===== src/rtl/fcmp_pkg.sv =====
package fcmp_pkg;
  localparam int unsigned WORD_W = 32;
  localparam int unsigned EXP_W  = 8;
  localparam int unsigned FRAC_W = 23;
  localparam int unsigned MAG_W  = WORD_W - 1;
  localparam int unsigned OPC_W  = 8;

  typedef enum logic [2:0] {
    REL_EQ = 3'd0,
    REL_NE = 3'd1,
    REL_GT = 3'd2,
    REL_GE = 3'd3,
    REL_LT = 3'd4,
    REL_LE = 3'd5,
    REL_UN = 3'd6
  } rel_e;

  // NaN: all-ones exponent and nonzero fraction
  function automatic logic word_is_nan(input logic [WORD_W-1:0] w);
    return (&w[WORD_W-2 -: EXP_W]) && (|w[FRAC_W-1:0]);
  endfunction

  function automatic logic word_is_zero(input logic [WORD_W-1:0] w);
    return ~|w[MAG_W-1:0];
  endfunction

  // Sign-magnitude less-than for non-NaN words; +0 and -0 are equal
  function automatic logic sm_less(input logic [WORD_W-1:0] a,
                                   input logic [WORD_W-1:0] b);
    logic sa, sb;
    sa = a[WORD_W-1];
    sb = b[WORD_W-1];
    if (word_is_zero(a) && word_is_zero(b)) return 1'b0;
    if (sa != sb) return sa;
    if (sa) return a[MAG_W-1:0] > b[MAG_W-1:0];
    return a[MAG_W-1:0] < b[MAG_W-1:0];
  endfunction
endpackage


===== src/rtl/fcmp_classify.sv =====
module fcmp_classify
  import fcmp_pkg::*;
(
  input  logic [WORD_W-1:0] word,
  output logic              is_nan,
  output logic              is_zero
);
  assign is_nan  = word_is_nan(word);
  assign is_zero = word_is_zero(word);
endmodule


===== src/rtl/fcmp_relation.sv =====
module fcmp_relation
  import fcmp_pkg::*;
(
  input  logic [WORD_W-1:0] a,
  input  logic [WORD_W-1:0] b,
  input  logic              zero_pair,
  output logic              lt,
  output logic              eq,
  output logic              gt
);
  // Meaningful only when neither operand is NaN
  assign eq = zero_pair || (a == b);
  assign lt = sm_less(a, b);
  assign gt = sm_less(b, a);
endmodule


===== src/rtl/fcmp_decode.sv =====
module fcmp_decode
  import fcmp_pkg::*;
(
  input  logic [OPC_W-1:0] opc,
  output logic             legal,
  output logic             unord_or,
  output rel_e             rel
);
  always_comb begin
    legal    = 1'b0;
    unord_or = 1'b0;
    rel      = REL_EQ;
    unique case (opc)
      8'h08: begin legal = 1'b1; rel = REL_EQ; end
      8'h09: begin legal = 1'b1; rel = REL_NE; end
      8'h0A: begin legal = 1'b1; rel = REL_GT; end
      8'h0B: begin legal = 1'b1; rel = REL_GE; end
      8'h0C: begin legal = 1'b1; rel = REL_LT; end
      8'h0D: begin legal = 1'b1; rel = REL_LE; end
      8'h28: begin legal = 1'b1; unord_or = 1'b1; rel = REL_EQ; end
      8'h29: begin legal = 1'b1; unord_or = 1'b1; rel = REL_NE; end
      8'h2A: begin legal = 1'b1; unord_or = 1'b1; rel = REL_GT; end
      8'h2B: begin legal = 1'b1; unord_or = 1'b1; rel = REL_GE; end
      8'h2C: begin legal = 1'b1; unord_or = 1'b1; rel = REL_LT; end
      8'h2D: begin legal = 1'b1; unord_or = 1'b1; rel = REL_LE; end
      8'h2E: begin legal = 1'b1; rel = REL_UN; end
      default: ;
    endcase
  end
endmodule


===== src/rtl/fcmp_flag_unit.sv =====
module fcmp_flag_unit
  import fcmp_pkg::*;
(
  input  logic              clk,
  input  logic              rst_n,
  input  logic              op_valid,
  input  logic [OPC_W-1:0]  op_code,
  input  logic [WORD_W-1:0] op_a,
  input  logic [WORD_W-1:0] op_b,
  output logic              flag,
  output logic              flag_we
);
  logic a_nan, a_zero, b_nan, b_zero;
  logic any_nan, zero_pair;
  logic r_lt, r_eq, r_gt;
  logic dec_legal, dec_uo;
  rel_e dec_rel;
  logic rel_hold, ord_result, flag_next, accept;

  fcmp_classify cls_a_i (.word(op_a), .is_nan(a_nan), .is_zero(a_zero));
  fcmp_classify cls_b_i (.word(op_b), .is_nan(b_nan), .is_zero(b_zero));

  assign any_nan   = a_nan | b_nan;
  assign zero_pair = a_zero & b_zero;

  fcmp_relation rel_i (
    .a(op_a), .b(op_b), .zero_pair(zero_pair),
    .lt(r_lt), .eq(r_eq), .gt(r_gt)
  );

  fcmp_decode dec_i (
    .opc(op_code), .legal(dec_legal), .unord_or(dec_uo), .rel(dec_rel)
  );

  always_comb begin
    unique case (dec_rel)
      REL_EQ:  rel_hold = r_eq;
      REL_NE:  rel_hold = !r_eq;
      REL_GT:  rel_hold = r_gt;
      REL_GE:  rel_hold = r_gt | r_eq;
      REL_LT:  rel_hold = r_lt;
      REL_LE:  rel_hold = r_lt | r_eq;
      default: rel_hold = 1'b0;
    endcase
  end

  // Ordered: NaN forces false except not-equal which is forced true
  assign ord_result = any_nan ? (dec_rel == REL_NE) : rel_hold;

  always_comb begin
    if (dec_rel == REL_UN)
      flag_next = any_nan;
    else if (dec_uo)
      flag_next = any_nan | rel_hold;
    else
      flag_next = ord_result;
  end

  assign accept = op_valid & dec_legal;

  always_ff @(posedge clk or negedge rst_n) begin
    if (!rst_n) begin
      flag    <= 1'b0;
      flag_we <= 1'b0;
    end else begin
      flag_we <= accept;
      if (accept) flag <= flag_next;
    end
  end

  a_r2_write_follows: assert property (@(posedge clk) disable iff (!rst_n)
    accept |=> flag_we);
  a_r9_illegal_ignored: assert property (@(posedge clk) disable iff (!rst_n)
    (op_valid && !dec_legal) |=> (!flag_we && $stable(flag)));
  a_r10_idle_holds: assert property (@(posedge clk) disable iff (!rst_n)
    !op_valid |=> (!flag_we && $stable(flag)));
  a_r5_unordered_sets: assert property (@(posedge clk) disable iff (!rst_n)
    (op_valid && op_code == 8'h2E && any_nan) |=> flag);
  a_r6_ordered_eq_nan: assert property (@(posedge clk) disable iff (!rst_n)
    (op_valid && op_code == 8'h08 && any_nan) |=> !flag);
  a_r7_zeros_equal: assert property (@(posedge clk) disable iff (!rst_n)
    (zero_pair && !any_nan) |-> (r_eq && !r_lt && !r_gt));
  a_r8_one_relation: assert property (@(posedge clk) disable iff (!rst_n)
    !any_nan |-> $onehot({r_lt, r_eq, r_gt}));
endmodule


===== config.mk =====
export PLATFORM = sky130hd
export DESIGN_NAME = fcmp_flag_unit
export DESIGN_NICKNAME = d
export VERILOG_FILES = /design/src/rtl/fcmp_pkg.sv /design/src/rtl/fcmp_classify.sv /design/src/rtl/fcmp_relation.sv /design/src/rtl/fcmp_decode.sv /design/src/rtl/fcmp_flag_unit.sv
export SDC_FILE = /design/constraint.sdc
export NUM_CORES = 1
export LEC_CHECK = 0
export BUFFER_PORTS_ARGS = -buffer_cell sky130_fd_sc_hd__buf_4
export CORE_MARGIN = 5
export CORE_UTILIZATION = 47
export DETAILED_ROUTE_END_ITERATION = 7
export GPL_TIMING_DRIVEN = 0
export PLACE_DENSITY_LB_ADDON = 0.05
export REMOVE_ABC_BUFFERS = 1
export SLEW_MARGIN = 20
export SYNTH_ARGS = -nofsm -noshare
export SYNTH_HDL_FRONTEND = slang
export SYNTH_SLANG_ARGS = --single-unit

===== constraint.sdc =====
create_clock -name clk -period 1.73 [get_ports clk]
set_input_delay 0.173 -clock clk [delete_from_list [all_inputs] [get_ports clk]]
set_output_delay 0.173 -clock clk [all_outputs]
set_load 0.1 [all_outputs]

### After elaboration in Yosys (flattened, before gate mapping)

Cells that the tools add are included.

* bits in registers: 2
* input bits: 75
* output and inout port bits: 2
* word-level logic and storage cells: 84

* magnitude comparators: 4
* eq/ne operators: 22
* muxes and demuxes: 29
* bitwise logic cells: 6
* reductions and logical operators: 21

Operator list (number)
* greater-than comparator 31 bit: 2
* less-than comparator 31 bit: 2
* OR reduction 31 bit: 2
* == test 8 x 6 -> 1 bit, second input constant: 7
* == test 8 x 4 -> 1 bit, second input constant: 6
* OR reduction 23 bit: 2
* == test 32 bit: 1
* two-way mux 1 bit: 27
* one-hot mux 3 bit (6 select lines): 1
* AND reduction 8 bit: 2
* OR reduction 13 bit: 1
* OR reduction 2 bit: 5
* == test 3 bit, second input constant: 3
* == test 3 x 2 -> 1 bit, second input constant: 2
* one-hot mux 1 bit (6 select lines): 1
* OR reduction 6 bit: 1
* bitwise OR 1 bit: 4
* == test 3 x 1 -> 1 bit, second input constant: 1
* logical AND 1 bit: 3
* logical NOT 1 bit: 3
* logical NOT 3 bit: 1
* bitwise AND 1 bit: 2
* != test 1 bit: 2
* logical OR 1 bit: 1

### Logic depth before layout (Yosys ltp)

* depth in word-level cells: 15
* depth in mapped cells: 9
* depth with buffers taken out: 9

### Modules after synthesis

A second synthesis with hierarchy kept.

* cell total of the unflattened synthesis: 201
* area, all modules: 1430.1 sq um

Modules (own cells, without submodules)
* fcmp_relation: times used 1, cells an instance 139, area an instance 978.4 sq um, seq. area each 0.0 sq um
* fcmp_classify: times used 2, cells an instance 16, area an instance 102.6 sq um, seq. area each 0.0 sq um
* fcmp_flag_unit: times used 1, cells an instance 19, area an instance 162.7 sq um, seq. area each 50.0 sq um
* fcmp_decode: times used 1, cells an instance 11, area an instance 83.8 sq um, seq. area each 0.0 sq um

### Worst setup path after synthesis

Ideal clock, no wire load.

* path kind: input port to flip-flop
* from: input port op_b[13]
* to: register flag
* library setup time: 124 ps
* arrival: 1985 ps
* required time: 1606 ps
* setup slack: -379 ps
* stages: 9
* buffers on the path: 0
* cells stage by stage: inv_1 > ha_1 > nand4_1 > or4_1 > nor3_2 > nor4b_1 > o22ai_1 > o31ai_1 > a211o_2

* longest elaborated chain between the ends: 10
* elaborated cells between the ends (all ways): 30
* those cells by class: order compare (4); eq/ne (1); mux (13); bitwise (5); reduce/logical (7)

Ends and longest elaborated chain
* start: declaration: RTL line fcmp_flag_unit.sv:9 `input logic [WORD_W-1:0] op_b,`
* greater-than comparator 31 bit or OR reduction 31 bit (tied branches): RTL line fcmp_pkg.sv:35, fcmp_pkg.sv:24
* two-way mux 1 bit or logical NOT 1 bit (tied branches): RTL line fcmp_pkg.sv:35, fcmp_pkg.sv:24
* two-way mux 1 bit or logical AND 1 bit (tied branches): RTL line fcmp_pkg.sv:36, fcmp_pkg.sv:33
* two-way mux 1 bit (on tied branches): RTL line fcmp_pkg.sv:35, fcmp_pkg.sv:33
* two-way mux 1 bit: RTL line fcmp_pkg.sv:34 `if (sa != sb) return sa;`
* bitwise OR 1 bit (on tied branches): RTL line fcmp_flag_unit.sv:42, fcmp_flag_unit.sv:40
* one-hot mux 1 bit (6 select lines): RTL line fcmp_flag_unit.sv:36 `unique case (dec_rel)`
* two-way mux 1 bit or bitwise OR 1 bit (tied branches): RTL line fcmp_flag_unit.sv:48, fcmp_flag_unit.sv:54
* two-way mux 1 bit: RTL line fcmp_flag_unit.sv:53 `else if (dec_uo)`
* two-way mux 1 bit (*): RTL line fcmp_flag_unit.sv:51 `if (dec_rel == REL_UN)`
* end signal: assignment: RTL line fcmp_flag_unit.sv:67 `if (accept) flag <= flag_next;`
* end: declaration: RTL line fcmp_flag_unit.sv:10 `output logic flag,`

Mark *: on every way between the ends. The rest lies on a longest branch, timed or not.
A chain may end at the register's enable or synchronous reset.

### Final worst setup path

* from: input port op_a[16]
* to: register flag

* longest elaborated chain between the ends: 10
* elaborated cells between the ends (all ways): 30
* those cells by class: order compare (4); eq/ne (1); mux (13); bitwise (5); reduce/logical (7)

Ends and longest elaborated chain
* start: declaration: RTL line fcmp_flag_unit.sv:8 `input logic [WORD_W-1:0] op_a,`
* greater-than comparator 31 bit or OR reduction 31 bit (tied branches): RTL line fcmp_pkg.sv:35, fcmp_pkg.sv:24
* two-way mux 1 bit or logical NOT 1 bit (tied branches): RTL line fcmp_pkg.sv:35, fcmp_pkg.sv:24
* two-way mux 1 bit or logical AND 1 bit (tied branches): RTL line fcmp_pkg.sv:36, fcmp_pkg.sv:33
* two-way mux 1 bit (on tied branches): RTL line fcmp_pkg.sv:35, fcmp_pkg.sv:33
* two-way mux 1 bit: RTL line fcmp_pkg.sv:34
* bitwise OR 1 bit (on tied branches): RTL line fcmp_flag_unit.sv:42, fcmp_flag_unit.sv:40
* one-hot mux 1 bit (6 select lines): RTL line fcmp_flag_unit.sv:36
* two-way mux 1 bit or bitwise OR 1 bit (tied branches): RTL line fcmp_flag_unit.sv:48, fcmp_flag_unit.sv:54
* two-way mux 1 bit: RTL line fcmp_flag_unit.sv:53
* two-way mux 1 bit (*): RTL line fcmp_flag_unit.sv:51

Marks and branches as above.

==> impl_metrics.yaml <==
outcome:
  outcome: "finished with violations"
  violations: "setup timing"
final_layout:
  antenna_cells: 0
  multiInputGateArea_mm2: 0.00136
  layout.area.seq_um2: 50.0
  num-nets-final: 377
  area_growth_pct: 84.7
  nFillCells: 104
  drive_gt1_share_pct: 48.7
  fin_cells: 299
critical_path:
  crit_type: "in2reg"
  arrival_ns: 2.44
  cp.required_ns: 1.85
  critPathMaxFanout: 2
  end_kind: "register"
  cp-start-kind: "input pin"
sta:
  rsz0062_at_grt: "yes"
  max_freq_mhz: 431
  slew_headroom_pct: 64.2
  slew_violations: 0
  finalSetupViolations: 1
  final.period_utilization_pct: 134
  fin_ws_ns: -0.592
  worst_pin_slew_ns: 0.529
  skew_ns: 0
  finalHoldViolations: 0
  post-route-min-period_ns: 2.32
die:
  die_w_um: 61.4
  initial_utilization_pct: 49.6
  fp.dieArea_mm2: 0.00377
  core-area_mm2: 0.00250
  boundaryPins: 77
  row_count: 18
  die_h_um: 61.4
logic_synthesis:
  synth-seq-cells: 2
  ys_async_sr_fraction_pct: 100
  synthDominantCellAreaShare_pct: 31.3
  synth_top_family_by_area: "simple AND/OR/NAND/NOR gates"
  syn_inst: 183
  syn_area_per_cell_um2: 6.78
  synth_seq_area_share_pct: 4.03
  synth_edf_count: 0
  ys.flop_type: "dfrtp_1"
  synth_xor_area_share_pct: 1.41
  syn-cell-area_mm2: 0.00124
  synth_top_area_cell: "ha_1"
  ys_top_cells_by_count: "inv_1 (33), ha_1 (31), nor4_1 (15), a21oi_1 (14)"
  synth_cell_types: 37
  synth_mux_area_share_pct: 0
  synth_adder_area_share_pct: 31.3
  yosys.area_share.simple_pct: 32.9
  synthTopCellsByArea: "ha_1 (31%), inv_1 (10%), nor4_1 (7.6%)"
  yosysWarnings: 0
  synth_compound_area_share_pct: 19.6
  yosysMostFrequentCell: "inv_1"
global_routing:
  overflow: 0
  grt_antenna_before_repair: 0
  gr-usage-all-layers_pct: 27.5
  grt_first_pass_wirelength_um: 7850
  grt_pass1_vias: 1845
  grt_max_degree: 11
placed_design:
  dpl.hpwl_um: 3310
  gp_congestion: 0.829
  placement.io_buffers: 76
  dpl.cell_count: 286
clock_tree:
  cts.root.buffer_cell: "clkbuf_4"
  cts.path.max_buffers: 2
  clkTransAtPathRegs_ns: 0.04
  worstSkewPairLatency_ns: 0.24
  h-tree-depth: 1
  cts_tree: "built"
  cts_made_buffers: 3
  clock-sinks: 2
routing:
  met1Wirelength_um: 2310
  met3_length_um: 766
  first_pass_iters: 8
  dr.max_layer_used: "met4"
  first_iter_violations: 294
  wl_per_cell_um: 23.6
  wirelength_um: 7040
  antenna_left: 0
  wl_met2_um: 3180
  via_per_inst: 7.07
  drc: 0
  vias: 2114
pwr:
  power_mw: 0.821
  power_density_mw_per_mm2: 358
  peakVddDrop_v: 0.000538
  p_leak_nw: 1.05
worst_hold_path:
  worstHoldPathType: "in2async"
flow_run:
  maxCapViolCount: 0
sequential cells by signal, indices dropped and copies added (netlist names):
name,count
flag_we,1
flag,1
metal layers:
layer | vias up | track usage, %
met3 | 86 | 3.77
met5 | - | 0
met2 | 241 | 50.5
met1 | 924 | 31.0
li1 | 863 | -
met4 | 0 | 12.7
kinds of logic after synthesis:
group,Yosys count
compound gates,39
xor+xnor,2
fa+ha+maj,31
buf+inv,36
flops,2
simple gates,73
path summary, 6_finish.rpt:
| path | start | endpoint | slack [ns] | cells past startpoint |
|---|---|---|---|---|
| worst max-delay path | op_a[16] | flag | -0.59 | 9 |
| worst min-delay path | rst_n | flag | 0.28 | 2 |
| worst max register to register | flag | flag | 0.45 | 4 |
| worst min register to register | flag | flag | 0.83 | 3 |
| max in group asynchronous | rst_n | flag_we | 1.35 | 2 |
| min in group clk | op_valid | flag_we | 0.32 | 2 |
placed cells by master (no fill, tap or decap), types with 2 or more instances in the layout:
cell type  Yosys  layout
dfrtp_1        2       2
ha_1          31      11
buf_4          0      77
clkbuf_4       0       3
o21ai_0        9       8
nor4_1        15      15
buf_6          0       5
nand2_1       13      13
nor3_1         4       3
buf_8          0       3
a211oi_1       3       2
ha_4           0      20
inv_2          0       9
nand4_1       13      13
nor2_1        10      10
inv_4          0       3
inv_1         33      21
a21oi_1       14      14
nor4b_1        3       2
nand3_1        5       4
and3_1         2       2
per-stage QoR:
| step | TNS [ns] | instance area [µm²] | hold WS [ns] | utilization (%) | worst slack [ns] |
|---|---|---|---|---|---|
| 5_1_grt | -0.607 | 2290 | 0.278 | 91.7 | -0.607 |
| 3_5_place_dp | -0.639 | 1840 | -0.0442 | 73.5 | -0.639 |
| 2_1_floorplan | -0.371 | 1230 | -0.123 | - | -0.371 |
| 6_report | -0.592 | 2290 | 0.279 | 91.7 | -0.592 |
| 4_1_cts | -0.157 | 2200 | 0.255 | 87.9 | -0.157 |
| 3_3_place_gp | -0.644 | 1840 | -0.0454 | 73.5 | -0.644 |
power by group:
part / switching (mW) / total, mW / internal [mW]
clock network: 0.0335 / 0.111 / 0.0771
registers: 0.0103 / 0.0662 / 0.0559
logic: 0.346 / 0.644 / 0.297
final cells by class:
| type | instances | area share [%] |
|---|---|---|
| multi-input combinational | 145 | 59.4 |
| sequential | 2 | 2.18 |
| inverter | 33 | 5.73 |
| tap | 30 | 1.64 |
| timing repair buffer | 86 | 30.1 |
| clock buffer | 3 | 0.983 |
worst max-delay path, stage by stage:
cell,delay (ns)
buf_4,0.12
ha_1,0.33
a21oi_1,0.31
o21ai_0,0.20
a221oi_2,0.43
nand2_1,0.17
o22ai_1,0.27
o31ai_2,0.12
a211o_2,0.31
repair_timing:
action | CTS | global route
pin swaps | 25 | 4
gates resized for setup | 46 | 11
endpoints found under the setup margin | 1 | 1
hold buffers | 1 | 0
hold endpoints to repair | 2 | 0
setup buffers | 7 | 2
No activity file was read; power rests on OpenSTA's default activity.
